[config.mk]
export PLATFORM = sky130hd
export DESIGN_NAME = mem_fwd
export DESIGN_NICKNAME = d
export VERILOG_FILES = /design/src/rtl/fwd_pkg.sv /design/src/rtl/fwd_hold_reg.sv /design/src/rtl/fwd_req_port.sv /design/src/rtl/mem_fwd.sv
export SDC_FILE = /design/constraint.sdc
export NUM_CORES = 1
export LEC_CHECK = 0
export ABC_CLOCK_PERIOD_IN_PS = 2500
export BUFFER_PORTS_ARGS = -buffer_cell sky130_fd_sc_hd__buf_2
export CAP_MARGIN = 20
export CELL_PAD_IN_SITES_DETAIL_PLACEMENT = 1
export CELL_PAD_IN_SITES_GLOBAL_PLACEMENT = 1
export CORE_ASPECT_RATIO = 1.5
export CORE_MARGIN = 2
export CORE_UTILIZATION = 42
export CTS_CLUSTER_DIAMETER = 30
export DETAILED_ROUTE_END_ITERATION = 10
export PLACE_DENSITY_LB_ADDON = 0.1
export SLEW_MARGIN = 10
export SYNTH_ARGS = -nofsm -noshare
export SYNTH_HDL_FRONTEND = slang
export SYNTH_SLANG_ARGS = --single-unit
[constraint.sdc]
create_clock -name clk_i -period 2.5 [get_ports clk_i]
set_input_delay 0.375 -clock clk_i [delete_from_list [all_inputs] [get_ports clk_i]]
set_output_delay 0.375 -clock clk_i [all_outputs]
set_load 0.02 [all_outputs]
[src/rtl/fwd_pkg.sv]
package fwd_pkg;
  localparam int NREQ   = 2;
  localparam int PORT_I = 0;
  localparam int PORT_D = 1;
endpackage

[src/rtl/fwd_hold_reg.sv]
module fwd_hold_reg #(
  parameter int W = 8
) (
  input  logic         clk_i,
  input  logic         rst_ni,
  input  logic         send_vld_i,
  input  logic [W-1:0] send_pl_i,
  input  logic         rej_i,
  input  logic         retry_i,
  output logic         out_vld_o,
  output logic [W-1:0] out_pl_o,
  output logic         full_o
);
  logic         full_q;
  logic [W-1:0] pl_q;
  logic         resend;

  assign resend    = full_q & retry_i;
  assign out_vld_o = send_vld_i | resend;
  assign out_pl_o  = resend ? pl_q : send_pl_i;
  assign full_o    = full_q;

  always_ff @(posedge clk_i or negedge rst_ni) begin
    if (!rst_ni) begin
      full_q <= 1'b0;
      pl_q   <= '0;
    end else if (out_vld_o) begin
      full_q <= rej_i;
      if (rej_i) pl_q <= out_pl_o;
    end
  end


  hold_overwrite_chk: assert property (@(posedge clk_i) disable iff (!rst_ni)
    full_q |-> !send_vld_i);


  refuse_keep_chk: assert property (@(posedge clk_i) disable iff (!rst_ni)
    (out_vld_o && rej_i) |=> (full_q && pl_q == $past(out_pl_o)));
endmodule

[src/rtl/fwd_req_port.sv]
module fwd_req_port #(
  parameter int W = 8
) (
  input  logic         clk_i,
  input  logic         rst_ni,
  input  logic         req_rej_i,
  input  logic         rsp_evt_i,
  input  logic         rsp_send_i,
  input  logic [W-1:0] rsp_pl_i,
  input  logic         rsp_rej_i,
  input  logic         rsp_retry_i,
  output logic         rsp_vld_o,
  output logic [W-1:0] rsp_pl_o,
  output logic         req_retry_o
);
  logic pend_q;
  logic full;
  logic full_after;

  fwd_hold_reg #(.W(W)) u_hold (
    .clk_i      (clk_i),
    .rst_ni     (rst_ni),
    .send_vld_i (rsp_send_i),
    .send_pl_i  (rsp_pl_i),
    .rej_i      (rsp_rej_i),
    .retry_i    (rsp_retry_i),
    .out_vld_o  (rsp_vld_o),
    .out_pl_o   (rsp_pl_o),
    .full_o     (full)
  );

  // occupancy of the response register after this edge
  assign full_after  = (rsp_vld_o & rsp_rej_i) | (full & ~rsp_retry_i);
  assign req_retry_o = rsp_evt_i & pend_q & ~full_after;

  always_ff @(posedge clk_i or negedge rst_ni) begin
    if (!rst_ni) pend_q <= 1'b0;
    else         pend_q <= req_rej_i | (pend_q & ~req_retry_o);
  end


  pend_set_chk: assert property (@(posedge clk_i) disable iff (!rst_ni)
    req_rej_i |=> pend_q);


  retry_clear_chk: assert property (@(posedge clk_i) disable iff (!rst_ni)
    (req_retry_o && !req_rej_i) |=> !pend_q);
endmodule

[src/rtl/mem_fwd.sv]
module mem_fwd
  import fwd_pkg::*;
#(
  parameter int AW = 32,
  parameter int DW = 32
) (
  input  logic          clk_i,
  input  logic          rst_ni,
  input  logic          ireq_vld_i,
  input  logic [AW-1:0] ireq_addr_i,
  input  logic [DW-1:0] ireq_data_i,
  input  logic          ireq_fetch_i,
  output logic          ireq_rej_o,
  output logic          ireq_retry_o,
  output logic          irsp_vld_o,
  output logic [AW-1:0] irsp_addr_o,
  output logic [DW-1:0] irsp_data_o,
  output logic          irsp_fetch_o,
  input  logic          irsp_rej_i,
  input  logic          irsp_retry_i,
  input  logic          dreq_vld_i,
  input  logic [AW-1:0] dreq_addr_i,
  input  logic [DW-1:0] dreq_data_i,
  input  logic          dreq_fetch_i,
  output logic          dreq_rej_o,
  output logic          dreq_retry_o,
  output logic          drsp_vld_o,
  output logic [AW-1:0] drsp_addr_o,
  output logic [DW-1:0] drsp_data_o,
  output logic          drsp_fetch_o,
  input  logic          drsp_rej_i,
  input  logic          drsp_retry_i,
  output logic          mem_req_vld_o,
  output logic [AW-1:0] mem_req_addr_o,
  output logic [DW-1:0] mem_req_data_o,
  output logic          mem_req_fetch_o,
  input  logic          mem_req_rej_i,
  input  logic          mem_req_retry_i,
  input  logic          mem_rsp_vld_i,
  input  logic [AW-1:0] mem_rsp_addr_i,
  input  logic [DW-1:0] mem_rsp_data_i,
  input  logic          mem_rsp_fetch_i
);
  localparam int PW = AW + DW + 1;

  logic [NREQ-1:0] req_vld, req_rej, acc;
  logic [NREQ-1:0] rsp_vld, rsp_rej, rsp_retry, req_retry;
  logic [PW-1:0]   req_pl [NREQ];
  logic [PW-1:0]   rsp_pl [NREQ];
  logic [PW-1:0]   fwd_pl, mem_pl, mem_rsp_pl;
  logic            busy_q, can_acc, taken, mem_full;

  assign req_vld[PORT_I]   = ireq_vld_i;
  assign req_vld[PORT_D]   = dreq_vld_i;
  assign req_pl[PORT_I]    = {ireq_fetch_i, ireq_addr_i, ireq_data_i};
  assign req_pl[PORT_D]    = {dreq_fetch_i, dreq_addr_i, dreq_data_i};
  assign rsp_rej[PORT_I]   = irsp_rej_i;
  assign rsp_rej[PORT_D]   = drsp_rej_i;
  assign rsp_retry[PORT_I] = irsp_retry_i;
  assign rsp_retry[PORT_D] = drsp_retry_i;
  assign mem_rsp_pl        = {mem_rsp_fetch_i, mem_rsp_addr_i, mem_rsp_data_i};

  // response cycle frees the block before routing
  assign can_acc = ~busy_q | mem_rsp_vld_i;

  // fixed priority, lowest index (instruction) first
  always_comb begin
    acc    = '0;
    fwd_pl = '0;
    taken  = ~can_acc;
    for (int p = 0; p < NREQ; p++) begin
      if (req_vld[p] && !taken) begin
        acc[p] = 1'b1;
        fwd_pl = req_pl[p];
        taken  = 1'b1;
      end
    end
  end

  assign req_rej = req_vld & ~acc;

  always_ff @(posedge clk_i or negedge rst_ni) begin
    if (!rst_ni)            busy_q <= 1'b0;
    else if (|acc)          busy_q <= 1'b1;
    else if (mem_rsp_vld_i) busy_q <= 1'b0;
  end

  fwd_hold_reg #(.W(PW)) u_mem_hold (
    .clk_i      (clk_i),
    .rst_ni     (rst_ni),
    .send_vld_i (|acc),
    .send_pl_i  (fwd_pl),
    .rej_i      (mem_req_rej_i),
    .retry_i    (mem_req_retry_i),
    .out_vld_o  (mem_req_vld_o),
    .out_pl_o   (mem_pl),
    .full_o     (mem_full)
  );

  assign {mem_req_fetch_o, mem_req_addr_o, mem_req_data_o} = mem_pl;

  for (genvar p = 0; p < NREQ; p++) begin : g_port
    logic steer;
    assign steer = (p == PORT_I) ? mem_rsp_fetch_i : ~mem_rsp_fetch_i;

    fwd_req_port #(.W(PW)) u_port (
      .clk_i       (clk_i),
      .rst_ni      (rst_ni),
      .req_rej_i   (req_rej[p]),
      .rsp_evt_i   (mem_rsp_vld_i),
      .rsp_send_i  (mem_rsp_vld_i & steer),
      .rsp_pl_i    (mem_rsp_pl),
      .rsp_rej_i   (rsp_rej[p]),
      .rsp_retry_i (rsp_retry[p]),
      .rsp_vld_o   (rsp_vld[p]),
      .rsp_pl_o    (rsp_pl[p]),
      .req_retry_o (req_retry[p])
    );
  end

  assign ireq_rej_o   = req_rej[PORT_I];
  assign dreq_rej_o   = req_rej[PORT_D];
  assign ireq_retry_o = req_retry[PORT_I];
  assign dreq_retry_o = req_retry[PORT_D];
  assign irsp_vld_o   = rsp_vld[PORT_I];
  assign drsp_vld_o   = rsp_vld[PORT_D];
  assign {irsp_fetch_o, irsp_addr_o, irsp_data_o} = rsp_pl[PORT_I];
  assign {drsp_fetch_o, drsp_addr_o, drsp_data_o} = rsp_pl[PORT_D];


  acc_busy_chk: assert property (@(posedge clk_i) disable iff (!rst_ni)
    (|acc) |=> busy_q);


  busy_block_chk: assert property (@(posedge clk_i) disable iff (!rst_ni)
    (busy_q && !mem_rsp_vld_i) |-> !mem_req_vld_o || mem_full);


  rsp_outstanding_chk: assert property (@(posedge clk_i) disable iff (!rst_ni)
    mem_rsp_vld_i |-> busy_q);


  mem_hold_busy_chk: assert property (@(posedge clk_i) disable iff (!rst_ni)
    mem_full |-> busy_q);
endmodule

# Yosys cells after proc, flatten, opt, wreduce, memory -nomap -nowiden
# Index checks and enable logic that the tools add are counted.
[classes]
n_mux = 10
n_bitwise = 34
reduce_logical = 8
[op_table]
columns = ["operator", "count"]
rows = [
  ["65-bit two-way mux", 5],
  ["1-bit bitwise AND", 15],
  ["1-bit NOT", 9],
  ["1-bit bitwise OR", 8],
  ["2-bit AND reduction", 3],
  ["1-bit two-way mux", 5],
  ["2-bit bitwise AND", 1],
  ["1-bit logical AND", 2],
  ["2-bit NOT", 1],
  ["2-bit nonzero test", 1],
  ["2-bit OR reduction", 1],
  ["1-bit logical NOT", 1],
]
[word_totals]
reg_bits = 201
in_bits = 206
wordCells = 61
output_inout_bits = 202

# Depth between registers and ports, before layout
# Gate-level depths: netlist of the first run.
[depth]
depth_word = 10
mapped_depth = 7
ltp_nobuf = 4

# By module
# Synthesis of the first run repeated with hierarchy kept, for this count alone.
[unflattened]
hier_cells = 892
area_unflattened_um2 = 11761.3
[by_module_without_submodules]
columns = ["module", "instances", "cells_each", "area_per_inst_um2", "seq_area_each_um2"]
rows = [
  ["fwd_hold_reg", 3, 215, 3439.5, 1651.6],
  ["mem_fwd", 1, 233, 1332.5, 25.0],
  ["fwd_req_port", 2, 7, 55.1, 25.0],
]

# Worst setup path before layout of the first run
# No wires, ideal clock.
[synth_timing]
path_type = "input-to-output"
start = "in mem_rsp_vld_i"
end = "out mem_req_addr_o[27]"
t_required_ns = 2.125
slack_ns = 0.690
n_path_buf = 3
cell_stages = 6
arrival_time_ns = 1.435
cell_sequence = "buf_4 nand2b_4 buf_12 buf_6 nand3_1 a31oi_1"
[synth_between]
elab_chain_cells = 7
word_cells_on_any_way = 9
classes_between = "mux (4); bitwise (2); reduce/logical (3)"
[synth_lines]
columns = ["element", "line", "source"]
rows = [
  ["start, declared", "mem_fwd.sv:39", "input logic mem_rsp_vld_i,"],
  ["1-bit bitwise OR *", "mem_fwd.sv:64", "assign can_acc = ~busy_q | mem_rsp_vld_i;"],
  ["1-bit logical AND / 1-bit NOT (equally long branches)", "mem_fwd.sv:72, mem_fwd.sv:70", ""],
  ["1-bit two-way mux", "mem_fwd.sv:72", "if (req_vld[p] && !taken) begin"],
  ["1-bit logical NOT", "mem_fwd.sv:72", ""],
  ["1-bit logical AND", "mem_fwd.sv:72", ""],
  ["65-bit two-way mux *", "mem_fwd.sv:72", ""],
  ["65-bit two-way mux *", "fwd_hold_reg.sv:20", "assign out_pl_o = resend ? pl_q : send_pl_i;"],
  ["end, declared", "mem_fwd.sv:34", "output logic [AW-1:0] mem_req_addr_o,"],
]
# Every way passes the cells marked *; elsewhere a longest branch is shown, timed or not.

# Worst setup path in the final report of the first run
[layout_timing]
start = "reg g_port[1].u_port.u_hold.full_q"
end = "out drsp_data_o[8]"
[layout_between]
elab_chain_cells = 2
[layout_lines]
columns = ["element", "line", "source"]
rows = [
  ["start, declared", "fwd_hold_reg.sv:14", "logic full_q;"],
  ["start signal, assigned", "fwd_hold_reg.sv:28", "full_q <= rej_i;"],
  ["1-bit bitwise AND", "fwd_hold_reg.sv:18", "assign resend = full_q & retry_i;"],
  ["65-bit two-way mux", "fwd_hold_reg.sv:20", ""],
  ["end, declared", "mem_fwd.sv:29", "output logic [DW-1:0] drsp_data_o,"],
]
# Every way passes these cells.

==> out/metrics.yaml, run 1 <==
run_status: "finished clean"
cts.sinks: 201
final-hold-violation-count: 0
die_h_um: 206
cts_buffer_depth: 3
syn-num-nets: 1111
synthAdderAreaFrac_pct: 0
area_growth_pct: 33.4
syn_inst: 905
grt_pass1_vias: 9509
maxSlewHeadroom_pct: 71.9
synth_cell_types: 30
root_buffer: "clkbuf_16"
routed_wl_um: 34900
synthSimpleGateAreaFrac_pct: 9.53
max_freq_mhz: 415
p_leak_nw: 7.35
grt_max_degree: 78
routedWlPerCell_um: 20.8
io_pins: 408
drive_gt1_share_pct: 65.6
syn_avg_cell_area_um2: 12.6
muxShareOfSynthArea_pct: 34.4
critical_path_class: "register to output port"
synth_seq_cells: 201
tightest_slew_ns: 0.422
path_max_fanout: 20
dpl.hpwl_um: 23900
cp-end-kind: "output port"
setup_viol: 0
start_util_pct: 42.8
reg2reg_depth: 5
rows: 73
ys_seq_area_share_pct: 44.0
gr-total-overflow: 0
fin_ws_ns: 0.0881
antenna_found_initial: 10
core_um2: 26700
drc: 0
seq_area_um2: 5030
clock_skew_ns: 0.0164
drv_slew: 0
synth_compound_area_share_pct: 7.09
die_area_um2: 28600
die_x_um: 139
track_usage_pct: 23.9
dr.pass1.iters: 4
multiInputGateArea_um2: 5880
period_share_pct: 96.5
synth_xor_area_share_pct: 0
drtIter0Drc: 264
h-tree-depth: 2
syn_area_um2: 11400
synth_top_family_by_area: "multiplexers"
cp-start-kind: "register"
nets: 1505
gp_congestion: 0.805
port_buffers: 407
dp_slack_ns: 0.411
cts_tree: "done"
viasPerCell: 5.30
peakVddDrop_mv: 0.590
numCtsBuffers: 40
ant_nets: 0
yosys_warnings: 0
layout_min_cycle_time_ns: 2.41
hp-class: "primary input to register"
worstPathArrival_ns: 2.04
cap_violations: 0
cts.clk_slew.worst_paths_ns: 0.05
whs_path_depth: 2
n_fill_cell: 2858
rsz0062_at_grt: "false"
clkLatencyLatePin_ns: 0.51
grt_pass1_wl_um: 54200
power_density_nw_per_um2: 885
vias: 8863
tns_ns: 0
crit_required_ns: 2.12
## cell usage in the layout, fill, tap and decap left out, types with 4 or more instances in the layout
cell type   netlist  final
a21oi_1           4      4
a31oi_1          15     14
a31oi_2          50     51
buf_12            1     16
buf_2            39    406
buf_4             6      7
bufinv_16         0      7
clkbuf_16         0     41
clkbuf_8          0      7
clkinv_2          0      7
clkinvlp_4        0      6
dfrtp_1         201    201
diode_2           0      7
inv_1             4      4
mux2_1           23     23
mux2_2          221    221
mux2_4           79     79
nand3_1         121    120
nand3_2          10     10
nor2_1           71     71
## registers in the layout, indices dropped and copies added, names as in the netlist
name	flops
busy_q	1
g_port.u_port.pend_q	2
g_port.u_port.u_hold.full_o	2
g_port.u_port.u_hold.pl_q	130
u_mem_hold.full_o	1
u_mem_hold.pl_q	65
## cells in the mapped netlist
| cell type | number | share of area (%) |
|---|---|---|
| nor2_1 | 71 | 2.3 |
| mux2_1 | 23 | 2.3 |
| nand2_1 | 6 | 0.20 |
| mux2_2 | 221 | 22 |
| nand2b_4 | 1 | 0.12 |
| buf_2 | 39 | 1.7 |
| nand3_2 | 10 | 0.88 |
| mux2_4 | 79 | 10 |
| dfrtp_1 | 201 | 44 |
| nand4_1 | 1 | 0.055 |
| a21o_1 | 3 | 0.20 |
| a31oi_2 | 50 | 5.5 |
| inv_1 | 4 | 0.13 |
| nor2b_2 | 1 | 0.077 |
| and2_1 | 2 | 0.11 |
| clkbuf_1 | 13 | 0.43 |
| o22a_1 | 1 | 0.077 |
| nor2b_4 | 2 | 0.24 |
| o21ai_0 | 3 | 0.13 |
| a31oi_1 | 15 | 0.82 |
| nand3_1 | 121 | 5.3 |
| o21ai_4 | 1 | 0.14 |
| nand2b_1 | 1 | 0.055 |
| or3_1 | 1 | 0.055 |
| buf_6 | 21 | 2.1 |
| nor2b_1 | 2 | 0.11 |
| o21a_1 | 1 | 0.066 |
| a21oi_1 | 4 | 0.18 |
| buf_12 | 1 | 0.18 |
| buf_4 | 6 | 0.39 |
## stage by stage
stage	power [mW]	cells	utilization [%]	instance area, um2	hold slack [ns]
final	13.5	1673	57.1	15200	0.113
after global routing	14.1	1671	57.1	15200	0.110
after CTS	13.6	1666	57.0	15200	0.0929
after detailed placement	7.84	1593	51.6	13800	0.327
after global placement	7.72	1593	51.6	13800	0.331
after floorplan	6.74	905	-	11400	0.0794
## kinds of logic (layout without fill, tap and decap cells)
logic type / Yosys count / after routing
flops: 201 / 201
other cells: 0 / 7
mux: 323 / 323
compound gates: 78 / 78
simple gates: 219 / 219
buf+inv: 84 / 508
## critical path: stages (launching register included)
cell and delay (ns):
dfrtp_1 0.43, nand2_2 0.18, buf_4 0.33, mux2_2 0.41, buf_2 0.17
## path summary, 6_finish.rpt
check                                                             start                                            to  slack [ns]
hold reg to reg            g_port[0].u_port.u_hold.pl_q[64]$_DFFE_PN0P_  g_port[0].u_port.u_hold.pl_q[64]$_DFFE_PN0P_        0.47
setup reg to reg                          u_mem_hold.full_o$_DFFE_PN0P_               u_mem_hold.pl_q[18]$_DFFE_PN0P_        0.73
hold / removal                                       mem_rsp_addr_i[23]  g_port[1].u_port.u_hold.pl_q[55]$_DFFE_PN0P_        0.11
min in group asynchronous                                        rst_ni  g_port[1].u_port.u_hold.pl_q[47]$_DFFE_PN0P_        0.35
setup / recovery             g_port[1].u_port.u_hold.full_o$_DFFE_PN0N_                                drsp_data_o[8]        0.09
max in group asynchronous                                        rst_ni               u_mem_hold.pl_q[42]$_DFFE_PN0P_        1.38
## cell type report
| type | instances | area share (%) |
|---|---|---|
| Sequential cell | 201 | 33.0 |
| Clock inverter | 23 | 2.08 |
| Clock buffer | 49 | 7.33 |
| Antenna cell | 7 | 0.115 |
| Timing Repair Buffer | 432 | 16.0 |
| Tap cell | 337 | 2.77 |
| Multi-Input combinational cell | 620 | 38.6 |
| Inverter | 4 | 0.0986 |
## metal layers
layer / part of all wire (%) / GRT usage [%]
met2: 52 / 42.6
met4: 2.8 / 8.04
met5: 0.080 / 0
met3: 7.3 / 7.37
met1: 38 / 27.3
## power breakdown
part / switching (mW) / internal, mW / total [mW]
clock network: 1.79 / 3.89 / 5.68
registers: 0.418 / 4.03 / 4.45
logic: 1.71 / 1.64 / 3.35
## repair_timing
action                                 CTS  global route
gates resized for setup                  0             2
hold buffers                             1             0
setup endpoints to repair                0             2
endpoints found under the hold margin   39             0
buffers inserted                         0             0
No activity file was read; power rests on OpenSTA's default activity.
==> run 2, diff against run 1 <==
--- a/config.mk
+++ b/config.mk
@@ -16,6 +16,7 @@
 export CTS_CLUSTER_DIAMETER = 30
 export DETAILED_ROUTE_END_ITERATION = 10
 export PLACE_DENSITY_LB_ADDON = 0.1
+export SETUP_SLACK_MARGIN = 0.3
 export SLEW_MARGIN = 10
 export SYNTH_ARGS = -nofsm -noshare
 export SYNTH_HDL_FRONTEND = slang
==> out/metrics.yaml, run 2 (synthesized netlist as in run 1, its figures left out) <==
cp-start-kind: "register"
gr-total-overflow: 0  # unchanged
final-hold-violation-count: 0  # unchanged
seq_area_um2: 5030  # about the same
rows: 73  # unchanged
reg2reg_depth: 7  # +2
tightest_slew_ns: 0.437  # +0.0150 ns
cts_buffer_depth: 3  # unchanged
cts.sinks: 201  # unchanged
root_buffer: "clkbuf_16"
dr.max_layer_used: "met5"
drc: 0  # unchanged
clock_skew_ns: 0.0155  # -0.000865 ns
p_sw_mw: 4.59  # +17%
run_status: "finished clean"
peakVddDrop_mv: 0.582  # -1.3%
grt_pass1_vias: 9947  # +4.6%
dr.pass1.iters: 5  # +1
nets: 1583  # +5.2%
largest_register: "g_port.u_port.u_hold.pl_q"
clkLatencyLatePin_ns: 0.52  # about the same
timing.rr.end: "u_mem_hold.pl_q[18]$_DFFE_PN0P_"
grt_pass1_wl_um: 58100  # +7.3%
antenna_found_initial: 14  # +4
rsz0062_at_grt: "true"
core_um2: 26700  # unchanged
p_leak_nw: 8.82  # +20%
worstPathArrival_ns: 1.98  # -0.06 ns
power_density_nw_per_um2: 827  # -6.5%
h-tree-depth: 2  # unchanged
max_freq_mhz: 425  # +2.6%
r2r-start: "busy_q$_DFFE_PN0P_"
cts_tree: "done"
final_cells: 1755  # +4.9%
pwr-share-seq_pct: 30.6  # -2.4 points
largest_reg_flops: 130  # unchanged
mostFrequentLayoutCell: "buf_2"
setup_viol: 0  # unchanged
holdCritStartpoint: "dreq_vld_i"
start_util_pct: 42.8  # unchanged
area_growth_pct: 58.1
multiInputGateArea_um2: 6640  # +13%
ant_nets: 0  # unchanged
drv_slew: 0  # unchanged
path_max_fanout: 6  # -70%
power_mw: 14.9  # +11%
cts.clk_slew.worst_paths_ns: 0.05  # about the same
layout_min_cycle_time_ns: 2.35  # -0.0606 ns
critical_path_class: "register to output port"
routed_wl_um: 47900  # +37%
routedWlPerCell_um: 27.3  # +31%
wl_met3_um: 2740  # +8.1%
whs_path_depth: 2  # unchanged
grt_max_degree: 78  # unchanged
combinationalPowerShare_pct: 30.6  # +5.7 points
track_usage_pct: 26.0  # +2.1 points
die_area_um2: 28600  # unchanged
p_int_mw: 10.4  # +8.3%
n_fill_cell: 2577  # -9.8%
tns_ns: 0  # unchanged
die_x_um: 139  # unchanged
layout_common_cells: "buf_2 (249), dfrtp_1 (199), mux2_4 (183)"
p_sw_share_pct: 30.7  # +1.6 points
cp-end-kind: "output port"
drive_gt1_share_pct: 69.7  # +4.1 points
numCtsBuffers: 40  # unchanged
gp_congestion: 0.805  # unchanged
port_buffers: 407  # unchanged
m1WireLength_um: 17300  # +32%
reg2reg_setup_slack_ns: 0.60  # -0.13 ns
drtIter0Drc: 382  # +45%
hp-class: "primary input to register"
period_share_pct: 94.1  # -2.4 points
viasPerCell: 5.58  # +5.4%
io_pins: 408  # unchanged
wl_met2_um: 25800  # +42%
die_h_um: 206  # unchanged
crit_required_ns: 2.12  # about the same
dp_cells: 1593  # unchanged
cap_violations: 0  # unchanged
vias: 9796  # +11%
pwr-share-clk_pct: 38.9  # -3.2 points
hold_end: "busy_q$_DFFE_PN0P_"
maxSlewHeadroom_pct: 70.9  # -1.0 points
top_regs: "g_port.u_port.u_hold.pl_q: 130 flops, u_mem_hold.pl_q: 65 flops"
dpl.hpwl_um: 23900  # unchanged
[run 2: worst max path at each step]
stage	startpoint	end
4_1_cts	busy_q$_DFFE_PN0P_	mem_req_addr_o[24]
3_3_place_gp	ireq_vld_i	mem_req_data_o[22]
2_1_floorplan	mem_rsp_vld_i	mem_req_addr_o[27]
3_5_place_dp	ireq_vld_i	mem_req_data_o[22]
5_1_grt	busy_q$_DFFE_PN0P_	mem_req_addr_o[17]
6_report	busy_q$_DFFE_PN0P_	mem_req_addr_o[17]
[run 2: what timing repair did]
item / CTS / global route
buffers inserted: 23 / 25
hold endpoints to repair: 39 / 0
hold buffers: 1 / 0
gates resized for setup: 118 / 374
pin swaps: 17 / 30
endpoints found under the setup margin: 192 / 177
gates cloned: 10 / 20
[run 2: cell type report]
type                       count  share of cell area, %
antenna                       11                  0.152
clock buffer                  49                   6.18
clock inverter                23                   1.75
inverter                       4                 0.0831
multi-input combinational    621                   36.8
sequential                   201                   27.9
tap                          337                   2.33
timing repair buffer         509                   24.9
[run 2: through the flow]
stage	setup slack [ns]	hold slack, ns	util, %	cell area, um2
6_report	0.149	0.117	67.7	18100
5_1_grt	0.0928	0.127	67.7	18100
4_1_cts	0.183	0.0929	60.5	16100
3_5_place_dp	0.411	0.327	51.6	13800
3_3_place_gp	0.405	0.331	51.6	13800
2_1_floorplan	0.690	0.0794	-	11400
[run 2: critical path: stages (launching register included)]
cell and delay [ns]:
dfrtp_1 0.40, nand2b_4 0.11, buf_12 0.12, buf_12 0.14
clkbuf_16 0.16, nand3_1 0.09, a31oi_2 0.25, buf_4 0.18
[run 2: routing by layer]
layer	up-vias	track usage, %
li1	4270	-
met1	4992	28.6
met2	410	47.8
met3	120	7.67
met4	4	8.98
met5	-	0
[run 2: power by group through the flow]
stage,logic [mW],clock network (mW),registers [mW]
floorplan,2.40,0,4.34
global placement,3.30,0,4.42
detailed placement,3.38,0,4.46
CTS,3.75,5.78,4.45
global route,4.78,6.02,4.64
finish,4.57,5.81,4.57
